[config.mk]
export PLATFORM = sky130hd
export DESIGN_NAME = mpio_ctrl
export DESIGN_NICKNAME = d
export VERILOG_FILES = /design/src/rtl/mpio_pkg.sv /design/src/rtl/mpio_setclr.sv /design/src/rtl/mpio_sync.sv /design/src/rtl/mpio_chg_irq.sv /design/src/rtl/mpio_ctrl.sv
export SDC_FILE = /design/constraint.sdc
export NUM_CORES = 1
export LEC_CHECK = 0
export ABC_AREA = 1
export BUFFER_PORTS_ARGS = -buffer_cell sky130_fd_sc_hd__clkbuf_2
export CAP_MARGIN = 0
export CORE_MARGIN = 1.5
export CORE_UTILIZATION = 50
export DETAILED_ROUTE_END_ITERATION = 12
export PLACE_DENSITY = 0.72
export SYNTH_ARGS = -nofsm -noshare
export SYNTH_HDL_FRONTEND = slang
export SYNTH_SLANG_ARGS = --single-unit
[constraint.sdc]
create_clock -name clk -period 1.3 [get_ports clk]
set_input_delay 0.195 -clock clk [delete_from_list [all_inputs] [get_ports clk]]
set_output_delay 0.195 -clock clk [all_outputs]
set_load 0.005 [all_outputs]
[src/rtl/mpio_pkg.sv]
package mpio_pkg;
   localparam int unsigned OFS_W = 8;
   localparam logic [OFS_W-1:0] OFS_OWN_SET  = 8'h00;
   localparam logic [OFS_W-1:0] OFS_OWN_CLR  = 8'h04;
   localparam logic [OFS_W-1:0] OFS_OWN_STAT = 8'h08;
   localparam logic [OFS_W-1:0] OFS_OE_SET   = 8'h10;
   localparam logic [OFS_W-1:0] OFS_OE_CLR   = 8'h14;
   localparam logic [OFS_W-1:0] OFS_OE_STAT  = 8'h18;
   localparam logic [OFS_W-1:0] OFS_DAT_SET  = 8'h30;
   localparam logic [OFS_W-1:0] OFS_DAT_CLR  = 8'h34;
   localparam logic [OFS_W-1:0] OFS_DAT_STAT = 8'h38;
   localparam logic [OFS_W-1:0] OFS_PIN_STAT = 8'h3C;
   localparam logic [OFS_W-1:0] OFS_MSK_SET  = 8'h40;
   localparam logic [OFS_W-1:0] OFS_MSK_CLR  = 8'h44;
   localparam logic [OFS_W-1:0] OFS_MSK_STAT = 8'h48;
   localparam logic [OFS_W-1:0] OFS_EVT_STAT = 8'h4C;

   typedef struct packed {
      logic set;
      logic clr;
   } setclr_we_t;
endpackage

[src/rtl/mpio_setclr.sv]
module mpio_setclr #(
   parameter int unsigned W          = 32,
   parameter logic [W-1:0] RST_VAL   = '0,
   parameter logic [W-1:0] FORCE_ONE = '0
) (
   input  logic                  clk,
   input  logic                  rst_n,
   input  mpio_pkg::setclr_we_t  we,
   input  logic [W-1:0]          wdata,
   output logic [W-1:0]          q
);
   logic [W-1:0] q_r;
   logic [W-1:0] q_nxt;

   always_comb begin
      q_nxt = q_r;
      if (we.set) q_nxt = q_nxt | wdata;
      if (we.clr) q_nxt = q_nxt & ~wdata;
   end

   always_ff @(posedge clk or negedge rst_n) begin
      if (!rst_n) q_r <= RST_VAL;
      else        q_r <= q_nxt;
   end

   generate
      if (FORCE_ONE == '0) begin : g_plain
         assign q = q_r;
      end else begin : g_forced
         assign q = q_r | FORCE_ONE;
      end
   endgenerate

   // set bits appear one cycle after a set write
   assert_set_takes_R2: assert property (@(posedge clk) disable iff (!rst_n)
      (we.set && !we.clr) |=> ((q & $past(wdata)) == $past(wdata)));
   // bits written as zero keep their value
   assert_zero_bits_hold_R2: assert property (@(posedge clk) disable iff (!rst_n)
      (we.set || we.clr) |=> ((q & ~$past(wdata)) == ($past(q) & ~$past(wdata))));
endmodule

[src/rtl/mpio_sync.sv]
module mpio_sync #(
   parameter int unsigned W      = 32,
   parameter int unsigned STAGES = 2
) (
   input  logic         clk,
   input  logic         rst_n,
   input  logic [W-1:0] d,
   output logic [W-1:0] q
);
   generate
      if (STAGES < 2) begin : g_bad_stages
         $error("mpio_sync: STAGES must be at least 2");
      end
   endgenerate

   logic [W-1:0] chain [STAGES];

   generate
      for (genvar s = 0; s < STAGES; s++) begin : g_stage
         if (s == 0) begin : g_first
            always_ff @(posedge clk or negedge rst_n) begin
               if (!rst_n) chain[s] <= '0;
               else        chain[s] <= d;
            end
         end else begin : g_next
            always_ff @(posedge clk or negedge rst_n) begin
               if (!rst_n) chain[s] <= '0;
               else        chain[s] <= chain[s-1];
            end
         end
      end
   endgenerate

   assign q = chain[STAGES-1];
endmodule

[src/rtl/mpio_chg_irq.sv]
module mpio_chg_irq #(
   parameter int unsigned W = 32
) (
   input  logic         clk,
   input  logic         rst_n,
   input  logic [W-1:0] lvl,
   input  logic         rd_clr,
   input  logic [W-1:0] mask,
   output logic [W-1:0] evt,
   output logic         irq
);
   logic [W-1:0] lvl_d;
   logic [W-1:0] chg;

   assign chg = lvl ^ lvl_d;

   always_ff @(posedge clk or negedge rst_n) begin
      if (!rst_n) begin
         lvl_d <= '0;
         evt   <= '0;
      end else begin
         lvl_d <= lvl;
         evt   <= (rd_clr ? '0 : evt) | chg;
      end
   end

   assign irq = |(evt & mask);

   // after a clearing read only changes seen in that cycle remain
   assert_clear_on_read_R10: assert property (@(posedge clk) disable iff (!rst_n)
      rd_clr |=> ((evt & ~$past(chg)) == '0));
   // a detected change is never lost
   assert_change_latched_R10: assert property (@(posedge clk) disable iff (!rst_n)
      (chg != '0) |=> ((evt & $past(chg)) == $past(chg)));
endmodule

[src/rtl/mpio_ctrl.sv]
module mpio_ctrl #(
   parameter int unsigned NPINS    = 32,
   parameter int unsigned BUS_W    = 32,
   parameter int unsigned ADDR_W   = 8,
   parameter int unsigned SYNC_LEN = 2,
   parameter logic [NPINS-1:0] GP_ONLY = 32'h018F_0000
) (
   input  logic              clk,
   input  logic              rst_n,
   input  logic              bus_sel,
   input  logic              bus_wr,
   input  logic [ADDR_W-1:0] bus_addr,
   input  logic [BUS_W-1:0]  bus_wdata,
   output logic [BUS_W-1:0]  bus_rdata,
   input  logic [NPINS-1:0]  per_out,
   input  logic [NPINS-1:0]  per_oe,
   output logic [NPINS-1:0]  per_in,
   output logic [NPINS-1:0]  pad_out,
   output logic [NPINS-1:0]  pad_oe,
   input  logic [NPINS-1:0]  pad_in,
   output logic              irq
);
   import mpio_pkg::*;

   generate
      if (NPINS < 1 || NPINS > BUS_W) begin : g_bad_npins
         $error("mpio_ctrl: NPINS must be in 1..BUS_W");
      end
      if (ADDR_W < OFS_W) begin : g_bad_addr
         $error("mpio_ctrl: ADDR_W too narrow for the register map");
      end
   endgenerate

   localparam logic [NPINS-1:0] OWN_RST = '1;

   logic              wr_stb, rd_stb;
   logic [NPINS-1:0]  wd;
   setclr_we_t        we_own, we_oe, we_dat, we_msk;
   logic [NPINS-1:0]  own, oe, dat, msk, lvl, evt;
   logic              evt_rd;

   assign wr_stb = bus_sel & bus_wr;
   assign rd_stb = bus_sel & ~bus_wr;
   assign wd     = bus_wdata[NPINS-1:0];

   function automatic logic hit(input logic [ADDR_W-1:0] a, input logic [OFS_W-1:0] o);
      return a == ADDR_W'(o);
   endfunction

   always_comb begin
      we_own.set = wr_stb & hit(bus_addr, OFS_OWN_SET);
      we_own.clr = wr_stb & hit(bus_addr, OFS_OWN_CLR);
      we_oe.set  = wr_stb & hit(bus_addr, OFS_OE_SET);
      we_oe.clr  = wr_stb & hit(bus_addr, OFS_OE_CLR);
      we_dat.set = wr_stb & hit(bus_addr, OFS_DAT_SET);
      we_dat.clr = wr_stb & hit(bus_addr, OFS_DAT_CLR);
      we_msk.set = wr_stb & hit(bus_addr, OFS_MSK_SET);
      we_msk.clr = wr_stb & hit(bus_addr, OFS_MSK_CLR);
   end

   assign evt_rd = rd_stb & hit(bus_addr, OFS_EVT_STAT);

   mpio_setclr #(.W(NPINS), .RST_VAL(OWN_RST), .FORCE_ONE(GP_ONLY)) u_own (
      .clk(clk), .rst_n(rst_n), .we(we_own), .wdata(wd), .q(own));
   mpio_setclr #(.W(NPINS), .RST_VAL('0), .FORCE_ONE('0)) u_oe (
      .clk(clk), .rst_n(rst_n), .we(we_oe), .wdata(wd), .q(oe));
   mpio_setclr #(.W(NPINS), .RST_VAL('0), .FORCE_ONE('0)) u_dat (
      .clk(clk), .rst_n(rst_n), .we(we_dat), .wdata(wd), .q(dat));
   mpio_setclr #(.W(NPINS), .RST_VAL('0), .FORCE_ONE('0)) u_msk (
      .clk(clk), .rst_n(rst_n), .we(we_msk), .wdata(wd), .q(msk));

   mpio_sync #(.W(NPINS), .STAGES(SYNC_LEN)) u_sync (
      .clk(clk), .rst_n(rst_n), .d(pad_in), .q(lvl));

   mpio_chg_irq #(.W(NPINS)) u_irq (
      .clk(clk), .rst_n(rst_n), .lvl(lvl), .rd_clr(evt_rd),
      .mask(msk), .evt(evt), .irq(irq));

   // pin steering
   assign pad_out = (own & dat) | (~own & per_out);
   assign pad_oe  = (own & oe)  | (~own & per_oe);
   assign per_in  = ~own & pad_in;

   // registered read port
   always_ff @(posedge clk or negedge rst_n) begin
      if (!rst_n) begin
         bus_rdata <= '0;
      end else if (rd_stb) begin
         bus_rdata <= '0;
         if      (hit(bus_addr, OFS_OWN_STAT)) bus_rdata <= BUS_W'(own);
         else if (hit(bus_addr, OFS_OE_STAT))  bus_rdata <= BUS_W'(oe);
         else if (hit(bus_addr, OFS_DAT_STAT)) bus_rdata <= BUS_W'(dat);
         else if (hit(bus_addr, OFS_PIN_STAT)) bus_rdata <= BUS_W'(lvl);
         else if (hit(bus_addr, OFS_MSK_STAT)) bus_rdata <= BUS_W'(msk);
         else if (hit(bus_addr, OFS_EVT_STAT)) bus_rdata <= BUS_W'(evt);
      end
   end

   // reserved general-purpose pins never pass the pad to the peripheral
   assert_gp_per_in_low_R3: assert property (@(posedge clk) disable iff (!rst_n)
      ((per_in & GP_ONLY) == '0));
   // write-only addresses read back as zero
   assert_wo_reads_zero_R8: assert property (@(posedge clk) disable iff (!rst_n)
      (rd_stb && (hit(bus_addr, OFS_OWN_SET) || hit(bus_addr, OFS_DAT_CLR)))
      |=> (bus_rdata == '0));
   // read data holds while no read is issued
   assert_rdata_hold_R12: assert property (@(posedge clk) disable iff (!rst_n)
      !rd_stb |=> $stable(bus_rdata));
endmodule

Yosys cells after proc, flatten, opt, wreduce, memory -nomap -nowiden
Index checks and enable logic that the tools add are counted.
{"block": "classes", "n_reduce_logical": 2, "n_eq_ne": 13, "muxes": 15, "bitwise": 32}
{"cell": "$mux W32", "n": 15}
{"cell": "$and A32 B32 Y32", "n": 10}
{"cell": "$or A32 B32 Y32", "n": 7}
{"cell": "$not A32 Y32", "n": 2}
{"cell": "$eq A8 B6 Y1 const B", "n": 4}
{"cell": "$eq A8 B7 Y1 const B", "n": 4}
{"cell": "$reduce_or A32 Y1", "n": 1}
{"cell": "$xor A32 B32 Y32", "n": 1}
{"cell": "$eq A8 B5 Y1 const B", "n": 3}
{"cell": "$and A1 B1 Y1", "n": 11}
{"cell": "$eq A8 B3 Y1 const B", "n": 1}
{"cell": "$eq A8 B4 Y1 const B", "n": 1}
{"cell": "$logic_not A8 Y1", "n": 1}
{"cell": "$not A1 Y1", "n": 1}
{"block": "word_totals", "out_inout_bits": 129, "regBits": 288, "elab_cells": 71, "input_bits": 140}

Longest topological paths before layout
Gate-level depths: netlist (run 1).
{"block": "logic_depth", "word_depth": 7, "depth_mapped": 11, "mapped_depth_nobuf": 9}

Modules after synthesis
From an unflattened synthesis (run 1), not the netlist that was laid out.
{"block": "unflattened", "hier_cells": 2070, "hier_area_um2": 14550.2}
{"mod": "mpio_setclr at u_dat ...", "seq_area_each_um2": 800.8, "n_inst": 3, "area_each_um2": 1570.3, "cells_per_inst": 230}
{"mod": "mpio_ctrl", "seq_area_each_um2": 800.8, "n_inst": 1, "area_each_um2": 4011.3, "cells_per_inst": 798}
{"mod": "mpio_chg_irq", "seq_area_each_um2": 1601.5, "n_inst": 1, "area_each_um2": 2585.0, "cells_per_inst": 291}
{"mod": "mpio_sync", "seq_area_each_um2": 1601.5, "n_inst": 1, "area_each_um2": 1841.8, "cells_per_inst": 96}
{"mod": "mpio_setclr at u_own", "seq_area_each_um2": 683.2, "n_inst": 1, "area_each_um2": 1401.3, "cells_per_inst": 195}

Worst setup path before layout (run 1)
No wires, ideal clock.
{"block": "synth_timing", "path_kind": "input-to-reg", "startpoint": "input port bus_addr[2]", "endpoint": "register bus_rdata[0]", "arrival_time_ns": 1.128, "path_slack_ns": 0.056, "t_required_ns": 1.183, "path_stages": 9, "n_path_buf": 1, "setup_ns": 0.117, "cell_sequence": "inv_2 -> nand2_1 -> nor2_4 -> nand2_1 -> inv_2 -> buf_2 -> a21oi_1 -> nand2_1 -> nand2_1"}
{"block": "synth_via", "elab_chain_cells": 7, "word_cells_on_any_way": 12, "classes_between": "eq/ne: 6; mux: 6"}
{"element": "start: declaration", "line_no": "mpio_ctrl.sv:12", "source": "input logic [ADDR_W-1:0] bus_addr,"}
{"element": "$eq A8 B7 Y1", "line_no": "mpio_ctrl.sv:47", "source": "return a == ADDR_W'(o);"}
{"element": "$mux W32", "line_no": "mpio_ctrl.sv:95", "source": "else if (hit(bus_addr, OFS_EVT_STAT)) bus_rdata <= BUS_W'(evt);"}
{"element": "$mux W32", "line_no": "mpio_ctrl.sv:94", "source": "else if (hit(bus_addr, OFS_MSK_STAT)) bus_rdata <= BUS_W'(msk);"}
{"element": "$mux W32", "line_no": "mpio_ctrl.sv:93", "source": "else if (hit(bus_addr, OFS_PIN_STAT)) bus_rdata <= BUS_W'(lvl);"}
{"element": "$mux W32", "line_no": "mpio_ctrl.sv:92", "source": "else if (hit(bus_addr, OFS_DAT_STAT)) bus_rdata <= BUS_W'(dat);"}
{"element": "$mux W32", "line_no": "mpio_ctrl.sv:91", "source": "else if (hit(bus_addr, OFS_OE_STAT)) bus_rdata <= BUS_W'(oe);"}
{"element": "$mux W32 (*)", "line_no": "mpio_ctrl.sv:90", "source": "if (hit(bus_addr, OFS_OWN_STAT)) bus_rdata <= BUS_W'(own);"}
{"element": "end signal: assignment", "line_no": "mpio_ctrl.sv:90"}
{"element": "end signal: assignment", "line_no": "mpio_ctrl.sv:91"}
{"element": "end signal: assignment", "line_no": "mpio_ctrl.sv:92"}
{"element": "end: declaration", "line_no": "mpio_ctrl.sv:14", "source": "output logic [BUS_W-1:0] bus_rdata,"}
Mark *: on every way between the ends. The rest lies on a longest branch, timed or not.
A chain may end at the register's enable or synchronous reset.

==> metrics.md, run 1 <==
| Metric | Value |
|---|---|
| Mapped Area | 12530 sq um |
| Post-Synthesis Cells | 1443 |
| Die ar. | 26030 sq um |
| Largest fanout on the critical path | 2 |
| # port buffers | 250 |
| Largest net degree at the start of global routing | 64 |
| Final total power | 19.93 mW |
| CP most frequent cell | nand2_1 |
| Top cells by area, synth | dfrtp_1, nand2_1, a21oi_1, dfstp_2, inv_1 |
| Critical path class | register to primary output |
| Yosys reg bits | 282 |
| Clock Skews | 19.43 ps |
| Yosys warnings | 0 |
| Worst hold path class | input port to async pin |
| Max stage delay cell, worst path | dfrtp_1 |
| Max Freq | 484.8 MHz |
| Biggest area consumer among synthesized cells | dfrtp_1 |
| Routed WL | 39.72 mm |
| Max-cap viol count | 0 |
| Fin Hold WS | 86.49 ps |
| Critical Path Sink Type | primary output |
| CP max stage delay | 380 ps |
| Final Hold Viols | 0 |
| Place WS | -372.2 ps |
| Dpl cell area | 15070 sq um |
| Crit start category | register |
| Crit path max-delay family | simple AND/OR/NAND/NOR gates |
| Row Count | 57 |
| Fin. max-slew vios | 0 |
| CP cell instances | nand2_1 -> nand2_1 -> a221oi_2 -> nand3_1 -> nor2_1 -> nand2_2 -> clkbuf_2 |
| Initial Utilization | 51.24% |
| Final nets | 2013 |
| Final WS setup | -762.7 ps |
| Final setup violating endpoints | 80 |
| CTS tree | done |
| GP Congestion | 0.8666 |
| Worst-skew pair later-pin latency | 550 ps |
| Worst EP arrival | 1870 ps |
| Num CTS Buffers | 29 |
| Final Instance Area | 17370 sq um |
| Time the worst path needs with I/O delays and setup | 2063 ps |
| Crit share post-route | 158.7% |
| DRC viols | 0 |
| DP HPWL | 25.47 mm |
| FF-to-FF setup slack | 70 ps |
| # H-tree levels | 1 |
| Vias | 11980 |
| Seq/Total Area, Yosys | 56.56% |
| Max IR drop VDD | 0.8563 mV |
| Clock transition at path regs | 60 ps |
| I/O pin count | 269 |
| Via/cell ratio | 5.399 |
| Area grow syn2layout | 38.54% |
| Required time worst endpoint | 1110 ps |
| Root Driver | clkbuf_16 |
| Vias in the first global route | 11950 |
| Area share of the largest cell type after synthesis | 51.11% |
| GR Util All Layers | 30.10% |
| Yosys cell types | 27 |
| Sink Count | 282 |
| Core area | 24460 sq um |
| Mapped Avg Cell Area | 8.686 sq um |
| Die Ht | 161.3 um |
| First-pass GRT wire length | 61.43 mm |
| Status | finished with violations |
| Die W | 161.3 um |
| Crit path buf inv count | 1 |
| Leakage power | 8.795 nW |
| Initial antenna violation count | 0 |
| Overflow left after global routing | 0 |
| Drt wl/cell | 17.90 um |
| Pwr/cell area | 1148 nW/um^2 |
| Initial DRC Count | 1018 |
| RSZ-0062 raised after global routing | yes |
| Post-DRT Antenna Nets | 0 |
| Fraction of layout cells with a size suffix above 1 | 32.24% |
| Fill count | 1787 |
| Failing checks | negative setup slack |
| Detailed Routing Iterations Pass 1 | 6 |
| ANT cells | 0 |
| Clock Tree Buf Depth | 3 |
==> cell usage after synthesis <==
cell,n
and2_1,1
a221oi_1,2
nor3_1,1
nand2_1,376
nor2_2,3
o21ai_0,62
nand3_1,69
a22o_1,8
nor2_1,109
xnor2_1,32
buf_2,52
nor2_4,3
or2_2,2
nand2_2,1
buf_4,27
conb_1,1
dfstp_2,26
nand4_1,31
a22oi_1,58
inv_2,3
or2_1,1
inv_1,134
clkinv_1,1
dfrtp_1,256
a21oi_1,160
clkbuf_1,22
nand3b_1,2
==> metrics by stage <==
stage	util, %	setup TNS [ps]	instances
after floorplan	-	0	1448
after global placement	61.59	-41160	2051
after detailed placement	61.59	-46740	2051
after CTS	69.58	-19440	2202
after global routing	70.99	-23060	2219
final	70.99	-19710	2219
==> power breakdown <==
part	total (mW)	internal (mW)	switching, mW
Clock	8.82	5.42	3.39
Sequential	9.30	9.10	0.209
Combinational	1.81	0.829	0.981
Total	19.9	15.3	4.58
==> layout by cell type (no fill, tap or decap), types with 2 or more instances in the layout <==
master,synthesis,routed
a21oi_1,160,159
a221oi_2,0,2
a22o_1,8,8
a22oi_1,58,58
buf_12,0,27
buf_2,52,20
buf_4,27,148
buf_6,0,6
bufinv_16,0,6
clkbuf_1,22,14
clkbuf_16,0,29
clkbuf_2,0,228
clkbuf_8,0,2
clkinv_2,0,2
conb_1,1,6
dfrtp_1,256,256
dfstp_2,26,26
dlygate4sd3_1,0,65
inv_1,134,109
inv_2,3,17
inv_4,0,12
nand2_1,376,340
nand2_2,1,36
nand3_1,69,68
nand3b_1,2,2
nand4_1,31,31
nor2_1,109,90
nor2_2,3,10
nor2_4,3,15
o21ai_0,62,36
o21ai_1,0,8
o21ai_2,0,17
or2_2,2,2
xnor2_1,32,32
==> layout make-up <==
cell class                 count  area (sq um)  share of cell area (%)
clock buffer                  45         805.8                   4.640
clock inverter                 8         190.2                   1.095
inverter                     138         548.0                   3.156
multi-input combinational    927          4701                   27.07
sequential                   282          7089                   40.82
tap                          324         405.4                   2.334
timing repair buffer         495          3626                   20.88
==> final timing paths <==
path,endpoint,cells past startpoint
min in group clk,bus_rdata[23],5
worst min register to register,u_sync.q[0],0
max in group asynchronous,async pin,3
worst min-delay path,u_sync.q[18],2
worst max register to register,bus_rdata[30],6
worst max-delay path,irq,7
==> timing repair <==
item | in CTS | in global routing
gates cloned | 0 | 0
buffers inserted | 34 | 17
gates resized for setup | 67 | 94
endpoints found under the setup margin | 80 | 88
hold endpoints to repair | 407 | 0
pin swaps | 37 | 12
hold buffers | 65 | 0
==> logic make-up after synthesis <==
| family | count (synthesis) | share of synthesized area [%] |
|---|---|---|
| AO/OA/AOI/OAI | 290 | 13.04 |
| XOR/XNOR | 32 | 2.236 |
| buffers and inverters | 239 | 8.485 |
| flip-flops | 282 | 56.56 |
| other | 1 | 0.02992 |
| AND/OR/NAND/NOR | 599 | 19.65 |
==> metal layers <==
| layer | up-vias | global-route usage [%] | part of all wire (%) |
|---|---|---|---|
| met5 | - | 0 | 0 |
| met4 | 0 | 11.36 | 3.0 |
| met3 | 103 | 5.008 | 6.6 |
| met2 | 548 | 51.03 | 50 |
| met1 | 5816 | 38.86 | 40 |
| li1 | 5514 | - | - |
No activity file was read; power rests on OpenSTA's default activity.
==> run 2, diff against run 1 <==
CAP_MARGIN = 25   (was 0)
CORE_ASPECT_RATIO = 1.2   (was unset)
CTS_CLUSTER_DIAMETER = 60   (was unset)
==> run 2 against run 1 <==
Effect of this change: the flow still finishes with violations (negative setup slack); sequential power hardly changed; utilization down 1.1 points; critical path depth is 1 higher; total power shrank 2.4%; clock skew down 9.8 ps; highest routed layer unchanged; wire length decreased by 1.7%; clock power shrank 4.9%.
==> metrics.md, run 2 (synthesis results as in run 1) <==
| Metric | Value |
|---|---|
| Row Count | 63 (was 57) |
| First-pass GRT wire length | 59.62 mm (was 61.43 mm) |
| Die W | 147.5 um (was 161.3 um) |
| Clock transition at path regs | 70 ps (was 60 ps) |
| Worst-skew pair later-pin latency | 540 ps (was 550 ps) |
| FF-to-FF setup slack | 30 ps (was 70 ps) |
| Vias | 11980 (about the same) |
| Largest net degree at the start of global routing | 57 (was 64) |
| Initial DRC Count | 839 (was 1018) |
| Sink Count | 282 (unchanged) |
| Detailed Routing Iterations Pass 1 | 5 (was 6) |
| Met2 wire length | 19.21 mm (was 19.80 mm) |
| Worst hold path class | input port to async pin (unchanged) |
| DP HPWL | 25.45 mm (was 25.47 mm) |
| DRC viols | 0 (unchanged) |
| Required time worst endpoint | 1110 ps (about the same) |
| Pwr/cell area | 1128 nW/um^2 (was 1148 nW/um^2) |
| Crit start category | register (unchanged) |
| Area grow syn2layout | 37.58% (was 38.54%) |
| Commonest cells after routing, fill and taps aside | nand2_1, dfrtp_1, clkbuf_2 (unchanged) |
| Num CTS Buffers | 28 (was 29) |
| Overflow left after global routing | 0 (unchanged) |
| Initial Utilization | 50.80% (was 51.24%) |
| Die Ht | 176.4 um (was 161.3 um) |
| Largest fanout on the critical path | 2 (unchanged) |
| Clock Skews | 9.670 ps (was 19.43 ps) |
| Worst EP arrival | 1820 ps (was 1870 ps) |
| Max-cap viol count | 0 (unchanged) |
| # H-tree levels | 1 (unchanged) |
| Final total power | 19.46 mW (was 19.93 mW) |
| Failing checks | negative setup slack (unchanged) |
| Most common cell after layout, fill and taps aside | nand2_1 (unchanged) |
| Fraction of layout cells with a size suffix above 1 | 32.54% (was 32.24%) |
| Final nets | 2011 (was 2013) |
| I/O pin count | 269 (unchanged) |
| Critical path class | register to primary output (unchanged) |
| Leakage power | 8.736 nW (was 8.795 nW) |
| Initial antenna violation count | 0 (unchanged) |
| Routed length on met1 | 15.76 mm (was 16.07 mm) |
| Non-Filler Instances | 2218 (was 2219) |
| Max Freq | 496.9 MHz (was 484.8 MHz) |
| Time the worst path needs with I/O delays and setup | 2012 ps (was 2063 ps) |
| Crit share post-route | 154.8% (was 158.7%) |
| R2R cell count | 7 (was 6) |
| ANT cells | 0 (unchanged) |
| Clock Tree Buf Depth | 3 (unchanged) |
| Via/cell ratio | 5.400 (was 5.399) |
| Final Instance Area | 17250 sq um (was 17370 sq um) |
| Place WS | -348.3 ps (was -372.2 ps) |
| Core area | 24670 sq um (was 24460 sq um) |
| Root Driver | clkbuf_16 (unchanged) |
| # port buffers | 250 (unchanged) |
| Post-DRT Antenna Nets | 0 (unchanged) |
| Vias in the first global route | 11590 (was 11950) |
| RSZ-0062 raised after global routing | yes (unchanged) |
| Final Hold Viols | 0 (unchanged) |
| Drt wl/cell | 17.60 um (was 17.90 um) |
| GR Util All Layers | 29.17% (was 30.10%) |
| Max Used Layer | met4 (unchanged) |
| Max IR drop VDD | 1.010 mV (was 0.8563 mV) |
| GP Congestion | 0.8782 (was 0.8666) |
| Critical Path Sink Type | primary output (unchanged) |
| Routed WL | 39.04 mm (was 39.72 mm) |
| Final setup violating endpoints | 79 (was 80) |
| CTS tree | done (unchanged) |
| Dpl cell area | 14940 sq um (was 15070 sq um) |
| Placed cells | 2045 (was 2051) |
| Die ar. | 26030 sq um (about the same) |
| Fin. max-slew vios | 0 (unchanged) |
| WL met3 | 2.593 mm (was 2.635 mm) |
| Status | finished with violations (unchanged) |
| Final WS setup | -712.3 ps (was -762.7 ps) |
==> run 2: final cells by class <==
| class | count | area [sq um] |
|---|---|---|
| Tap cell | 325 | 406.6 |
| Sequential cell | 282 | 7089 |
| Inverter | 138 | 550.5 |
| Fill cell | 1869 | 7427 |
| Clock buffer | 45 | 845.8 |
| Clock inverter | 7 | 112.6 |
| Multi-Input combinational cell | 927 | 4696 |
| Timing Repair Buffer | 494 | 3545 |
==> run 2: worst max-delay path: stages, from the launching register on <==
cell	delay [ps]
dfrtp_1	390
nand2_1	100
nand2_2	80
a221oi_2	180
buf_4	150
nand3_2	60
nor2_1	90
nand2_1	90
clkbuf_2	130
==> run 2: final timing paths <==
check / from / to
min: rst_n / async pin
max in group asynchronous: rst_n / async pin
min reg2reg: u_sync.chain[38] / u_sync.q[6]
max reg2reg: register / bus_rdata[8]
min in group clk: bus_wr / bus_rdata[19]
max: register / irq
==> run 2: report_power, final <==
group | switching, mW | internal [mW]
Combinational | 0.954 | 0.808
Sequential | 0.215 | 9.09
Clock | 3.36 | 5.03
==> run 2: metal layers <==
metal  global-route usage [%]  vias up
met3                    4.367      109
met4                    12.00        0
met1                    37.37     5829
li1                         -     5502
met2                    49.57      537
met5                        0        -
==> run 2: what timing repair did <==
action | 4_1_cts | 5_1_grt
setup endpoints to repair | 80 | 84
buffers inserted | 36 | 20
hold buffers | 65 | 0
endpoints found under the hold margin | 410 | 0
pin swaps | 41 | 13
resized for setup | 81 | 79
==> run 2: per-stage QoR <==
stage / utilization, % / TNS [ps] / hold slack [ps]
floorplan: - / 0 / -100.6
global placement: 60.56 / -41500 / 83.87
detailed placement: 60.56 / -41340 / 85.07
CTS: 68.57 / -19300 / 115.1
global route: 69.90 / -22860 / 128.9
finish: 69.90 / -19580 / 115.5
